### src/rtl/cfg_regfile_pkg.sv
package cfg_regfile_pkg;

    localparam int NUM_DEV   = 5;
    localparam int BASE_W    = 16;
    localparam int NUM_GLOB  = 16;
    localparam int NUM_IO    = 4;
    localparam int NUM_IRQ   = 2;
    localparam int NUM_SPEC  = 16;

    localparam logic [7:0] DEV_LDN [NUM_DEV] = '{8'h05, 8'h06, 8'h0F, 8'h11, 8'h12};

    localparam logic [7:0] IDX_LDN  = 8'h07;
    localparam logic [7:0] IDX_CTRL = 8'h30;

    typedef enum logic [2:0] {
        K_NONE,
        K_LDN,
        K_GLOB,
        K_CTRL,
        K_IO,
        K_IRQ,
        K_SPEC
    } idx_kind_e;

    typedef struct packed {
        logic                      en;
        logic [NUM_IO-1:0][7:0]    io;
        logic [NUM_IRQ-1:0][7:0]   irq;
        logic [NUM_SPEC-1:0][7:0]  spec;
    } bank_t;

    typedef struct packed {
        logic [7:0]                idx;
        logic [7:0]                ldn;
        logic [NUM_GLOB-1:0][7:0]  glob;
        logic [7:0]                rdata;
    } top_t;

endpackage

### src/rtl/cfg_index_decode.sv
module cfg_index_decode
    import cfg_regfile_pkg::*;
(
    input  logic [7:0] idx,
    output idx_kind_e  kind,
    output logic [3:0] off
);
    always_comb begin
        kind = K_NONE;
        off  = idx[3:0];
        if (idx == IDX_LDN)                           kind = K_LDN;
        else if (idx[7:4] == 4'h2)                    kind = K_GLOB;
        else if (idx == IDX_CTRL)                     kind = K_CTRL;
        else if (idx[7:2] == 6'b0110_00)              kind = K_IO;
        else if (idx[7:1] == 7'b0111_000)             kind = K_IRQ;
        else if (idx[7:4] == 4'hF)                    kind = K_SPEC;
    end
endmodule

### src/rtl/cfg_dev_bank.sv
module cfg_dev_bank
    import cfg_regfile_pkg::*;
(
    input  logic              clk,
    input  logic              rst_n,
    input  logic              wr_en,
    input  idx_kind_e         kind,
    input  logic [3:0]        off,
    input  logic [7:0]        wdata,
    output logic [7:0]        rd_data,
    output logic              en,
    output logic [BASE_W-1:0] cmd_base,
    output logic [BASE_W-1:0] data_base
);
    bank_t bank_d, bank_q;

    always_comb begin
        bank_d = bank_q;
        if (wr_en) begin
            unique case (kind)
                K_CTRL:  bank_d.en              = wdata[0];
                K_IO:    bank_d.io[off[1:0]]    = wdata;
                K_IRQ:   bank_d.irq[off[0]]     = wdata;
                K_SPEC:  bank_d.spec[off]       = wdata;
                default: ;
            endcase
        end
    end

    always_ff @(posedge clk or negedge rst_n) begin
        if (!rst_n) bank_q <= '0;
        else        bank_q <= bank_d;
    end

    always_comb begin
        unique case (kind)
            K_CTRL:  rd_data = {7'b0, bank_q.en};
            K_IO:    rd_data = bank_q.io[off[1:0]];
            K_IRQ:   rd_data = bank_q.irq[off[0]];
            K_SPEC:  rd_data = bank_q.spec[off];
            default: rd_data = 8'h00;
        endcase
    end

    // high byte sits at the lower index of each pair
    assign en        = bank_q.en;
    assign cmd_base  = bank_q.en ? {bank_q.io[0], bank_q.io[1]} : '0;
    assign data_base = bank_q.en ? {bank_q.io[2], bank_q.io[3]} : '0;
endmodule

### src/rtl/cfg_regfile.sv
module cfg_regfile
    import cfg_regfile_pkg::*;
#(
    parameter int               ADDR_W    = 16,
    parameter logic [ADDR_W-1:0] BASE_ADDR = 16'h004E
) (
    input  logic                        clk,
    input  logic                        rst_n,
    input  logic [ADDR_W-1:0]           host_addr,
    input  logic                        host_wr,
    input  logic                        host_rd,
    input  logic [7:0]                  host_wdata,
    output logic [7:0]                  host_rdata,
    input  logic                        cfg_lock,
    output logic [NUM_DEV-1:0]          dev_en,
    output logic [NUM_DEV*BASE_W-1:0]   dev_cmd_base,
    output logic [NUM_DEV*BASE_W-1:0]   dev_data_base
);
    top_t st_d, st_q;

    logic [7:0]       idx_q, ldn_q;
    idx_kind_e        kind;
    logic [3:0]       off;
    logic             hit, acc_wr, acc_rd, data_port, banked;
    logic [NUM_DEV-1:0] sel;
    logic [7:0]       bank_rd [NUM_DEV];
    logic [7:0]       banked_rd;
    logic [7:0]       data_val;

    assign idx_q = st_q.idx;
    assign ldn_q = st_q.ldn;

    assign hit       = (host_addr[ADDR_W-1:1] == BASE_ADDR[ADDR_W-1:1]) && !cfg_lock;
    assign acc_wr    = hit && host_wr;
    assign acc_rd    = hit && host_rd;
    assign data_port = host_addr[0];
    assign banked    = (kind == K_CTRL) || (kind == K_IO) || (kind == K_IRQ) || (kind == K_SPEC);

    cfg_index_decode u_dec (
        .idx  (idx_q),
        .kind (kind),
        .off  (off)
    );

    genvar g;
    generate
        for (g = 0; g < NUM_DEV; g++) begin : g_bank
            assign sel[g] = (ldn_q == DEV_LDN[g]);
            cfg_dev_bank u_bank (
                .clk       (clk),
                .rst_n     (rst_n),
                .wr_en     (acc_wr && data_port && sel[g] && banked),
                .kind      (kind),
                .off       (off),
                .wdata     (host_wdata),
                .rd_data   (bank_rd[g]),
                .en        (dev_en[g]),
                .cmd_base  (dev_cmd_base[g*BASE_W +: BASE_W]),
                .data_base (dev_data_base[g*BASE_W +: BASE_W])
            );
        end
    endgenerate

    always_comb begin
        banked_rd = 8'h00;
        for (int i = 0; i < NUM_DEV; i++) begin
            if (sel[i]) banked_rd = banked_rd | bank_rd[i];
        end
    end

    always_comb begin
        unique case (kind)
            K_LDN:                     data_val = st_q.ldn;
            K_GLOB:                    data_val = st_q.glob[off];
            K_CTRL, K_IO, K_IRQ, K_SPEC: data_val = banked_rd;
            default:                   data_val = 8'h00;
        endcase
    end

    always_comb begin
        st_d = st_q;
        if (acc_wr) begin
            if (!data_port) begin
                st_d.idx = host_wdata;
            end else if (kind == K_LDN) begin
                st_d.ldn = host_wdata;
            end else if (kind == K_GLOB) begin
                st_d.glob[off] = host_wdata;
            end
        end
        if (acc_rd) begin
            st_d.rdata = data_port ? data_val : st_q.idx;
        end
    end

    always_ff @(posedge clk or negedge rst_n) begin
        if (!rst_n) st_q <= '0;
        else        st_q <= st_d;
    end

    assign host_rdata = st_q.rdata;
endmodule

### config.mk
export PLATFORM = sky130hd
export DESIGN_NAME = cfg_regfile
export DESIGN_NICKNAME = d
export VERILOG_FILES = /design/src/rtl/cfg_regfile_pkg.sv /design/src/rtl/cfg_index_decode.sv /design/src/rtl/cfg_dev_bank.sv /design/src/rtl/cfg_regfile.sv
export SDC_FILE = /design/constraint.sdc
export NUM_CORES = 2
export LEC_CHECK = 0
export BUFFER_PORTS_ARGS = -buffer_cell sky130_fd_sc_hd__clkbuf_2
export CAP_MARGIN = 10
export CORE_MARGIN = 4
export CORE_UTILIZATION = 50
export DETAILED_ROUTE_END_ITERATION = 7
export PLACE_DENSITY = 0.72
export SYNTH_ARGS = -nofsm -noshare
export SYNTH_HDL_FRONTEND = slang
export SYNTH_SLANG_ARGS = --single-unit
export TNS_END_PERCENT = 20
### constraint.sdc
create_clock -name clk -period 4.03 [get_ports clk]
set_input_delay 0 -clock clk [delete_from_list [all_inputs] [get_ports clk]]
set_output_delay 0 -clock clk [all_outputs]
set_load 0.01 [all_outputs]
==> flow_summary.json <==
{
  "start_util_pct": 50.6,
  "dp.cells": 4769,
  "die_area_mm2": 0.103,
  "cts-root-buf": "clkbuf_16",
  "antenna_found_initial": 4,
  "finClkSkew_ns": 0.0404,
  "vias_per_cell": 6.21,
  "worstHoldPathType": "in -> async",
  "netlist.top_cell.by_area": "dfrtp_1",
  "status": "finished clean",
  "fin_crit_sh_pct": 98.7,
  "grt_pass1_vias": 31800,
  "die_w_um": 321,
  "cp-end-kind": "flip-flop",
  "area_growth_syn_to_layout_pct": 13.7,
  "worstPathRequired_ns": 4.61,
  "final.min_clock_period_ns": 3.98,
  "cts_tree": "done",
  "clock-sinks": 1037,
  "worstMarginPinSlew_ns": 1.26,
  "syn_avg_cell_area_um2": 14.5,
  "p_leak_nw": 26.5,
  "seqPwrFrac_pct": 49.6,
  "syn_inst": 3385,
  "clk_pin_slew_ns": 0.06,
  "dr.first_iter.drc_count": 2611,
  "drive_above_1_share_pct": 50.6,
  "internal_power_mw": 16.4,
  "cts_max_path_buffers": 3,
  "p_sw_share_pct": 21.8,
  "fp.dieH_um": 321,
  "relSlewSlack_pct": 15.4,
  "synth_ff_type": "dfrtp_1",
  "synth_edf_count": 0,
  "wl_um": 138000,
  "synthTopCellsByCount": "mux2_2 (1043), dfrtp_1 (1037), mux4_2 (199), and2_1 (171), clkbuf_1 (166)",
  "rsz0062_at_grt": "false",
  "fillers": 7675,
  "yosysWarnings": 0,
  "drv_cap": 0,
  "core_mm2": 0.0970,
  "power.switching_mw": 4.57,
  "slew_violations": 0,
  "cts_setup_buffers": 0,
  "num_vias": 30900,
  "numCtsBuffers": 107,
  "ys_types": 68,
  "grt_max_degree": 97,
  "reg2reg_from": "idx_q[0]",
  "grt.overflow.total": 0,
  "multi_input_area_mm2": 0.0220,
  "final_nets": 3640,
  "arrival_ns": 4.56,
  "hold_violations": 0,
  "seq_area_mm2": 0.0260,
  "p_clk_share_pct": 48.1,
  "dp_hpwl_um": 94000,
  "setup_viol": 0,
  "synth.net_count": 3414,
  "firstDrtPassIters": 5,
  "htreeDepth": 3,
  "clock.fmax_mhz": 251,
  "crit_start": "idx_q[0]",
  "synthArstFlopShare_pct": 100,
  "grt_pass1_wl_um": 209000,
  "instances_no_fill": 4977,
  "drc": 0,
  "ys_ff_latch": 1037,
  "place.port_buffers": 201,
  "critPathMaxFanout": 32,
  "ir_drop_uv": 379,
  "setup_tns_ns": 0,
  "reg2reg_to": "host_rdata[4]",
  "comb_power_share_pct": 2.3,
  "rows": 114,
  "syn-cell-area_mm2": 0.0491,
  "synth_top_area_share_pct": 52.9,
  "r2r_cells": 9,
  "synth.most_common_cell": "mux2_2",
  "globalRouteTotalUtil_pct": 26.7,
  "clock_latency_ns": 0.70,
  "start_kind": "flip-flop",
  "io_pins": 202,
  "place_congestion": 0.965,
  "ant_nets": 0,
  "netlist_top_cells_area": "dfrtp_1 (53%), mux2_2 (24%), mux4_2 (9.1%)",
  "pwr_density_cell_mw_per_mm2": 376,
  "wire_per_inst_um": 27.6,
  "synth-seq-area-share_pct": 52.9,
  "finalPower_mw": 21.0,
  "critPathKind": "reg -> reg",
  "rrSetupSlack_ns": 0.05
}
==> power by group through the flow <==
stage / Clock [mW] / Combinational (mW) / Sequential (mW)
floorplan: 0 / 0.119 / 10.6
global placement: 0 / 0.475 / 10.6
detailed placement: 0 / 0.477 / 10.6
CTS: 10.3 / 0.484 / 10.4
global route: 10.7 / 0.524 / 10.4
finish: 10.1 / 0.474 / 10.4
==> flip-flops by register name, indices dropped and copies added, names as in the netlist <==
| signal | cells |
|---|---|
| g_bank.u_bank.bank_q | 880 |
| ldn_q | 8 |
| g_bank.u_bank.en | 5 |
| st_q | 128 |
| idx_q | 8 |
| host_rdata | 8 |
==> timing repair <==
action	CTS	global route
endpoints found under the hold margin	402	0
endpoints found under the setup margin	0	2
gates resized for setup	0	2
hold buffers	9	0
==> stage by stage <==
step	utilization [%]	hold slack [ns]	cell area (um2)	worst slack, ns
CTS	57.6	0.00112	55800	0.0703
global route	57.6	0.0419	55800	0.0115
finish	57.6	0.00476	55800	0.0521
detailed placement	53.7	0.155	52100	0.0985
floorplan	-	-0.296	49100	1.26
global placement	53.7	0.160	52100	0.116
==> layout by cell type (no fill, tap or decap), types with 32 or more instances in the layout <==
| cell type | n |
|---|---|
| a22oi_1 | 39 |
| and2_1 | 171 |
| buf_4 | 148 |
| clkbuf_16 | 109 |
| clkbuf_2 | 192 |
| clkbuf_8 | 32 |
| dfrtp_1 | 1033 |
| mux2_2 | 1043 |
| mux2i_1 | 98 |
| mux4_2 | 199 |
| nand2_1 | 62 |
| nand3_1 | 36 |
| nor2_1 | 96 |
| nor2_2 | 43 |
| o22ai_1 | 41 |
==> final cells by class <==
class	instances	share of cell area (%)
Sequential cell	1037	46.5
Clock buffer	169	5.86
Multi-Input combinational cell	2091	39.5
Timing Repair Buffer	373	4.71
Inverter	1	0.00672
Antenna cell	3	0.0134
Tap cell	1276	2.86
Clock inverter	27	0.589
==> how the worst max path moves through the flow <==
| stage | end | slack, ns |
|---|---|---|
| final | host_rdata[4] | 0.05 |
| after floorplan | g_bank[3].u_bank.bank_q[104] | 1.26 |
| after global routing | host_rdata[4] | 0.01 |
| after global placement | host_rdata[3] | 0.12 |
| after CTS | host_rdata[3] | 0.07 |
| after detailed placement | host_rdata[3] | 0.1 |
==> cells by family after synthesis <==
logic type | Yosys count | synth area share (%)
multiplexers | 1348 | 35.2
flip-flops | 1037 | 52.9
AND/OR/NAND/NOR | 551 | 6.89
buffers and inverters | 257 | 2.30
AO/OA/AOI/OAI | 192 | 2.72
==> critical path: stages, from the launching register on <==
cell           delay [ns]
dfrtp_4              0.80
buf_12               0.33
mux4_2               0.53
mux2i_1              0.28
o21ai_0              0.24
nand3_1              0.26
nand4_1              0.21
nor4_1               0.48
nor2_1               0.10
dlygate4sd3_1        0.58
==> layer usage <==
layer / track usage (%) / vias up / part of all wire, %
met4: 9.89 / 2 / 3.9
met2: 41.7 / 1203 / 46
met5: 0 / - / 0.0094
met1: 37.5 / 16500 / 42
li1: - / 13000 / -
met3: 5.43 / 275 / 7.6
Note: power is estimated with default switching activity, not from simulation.
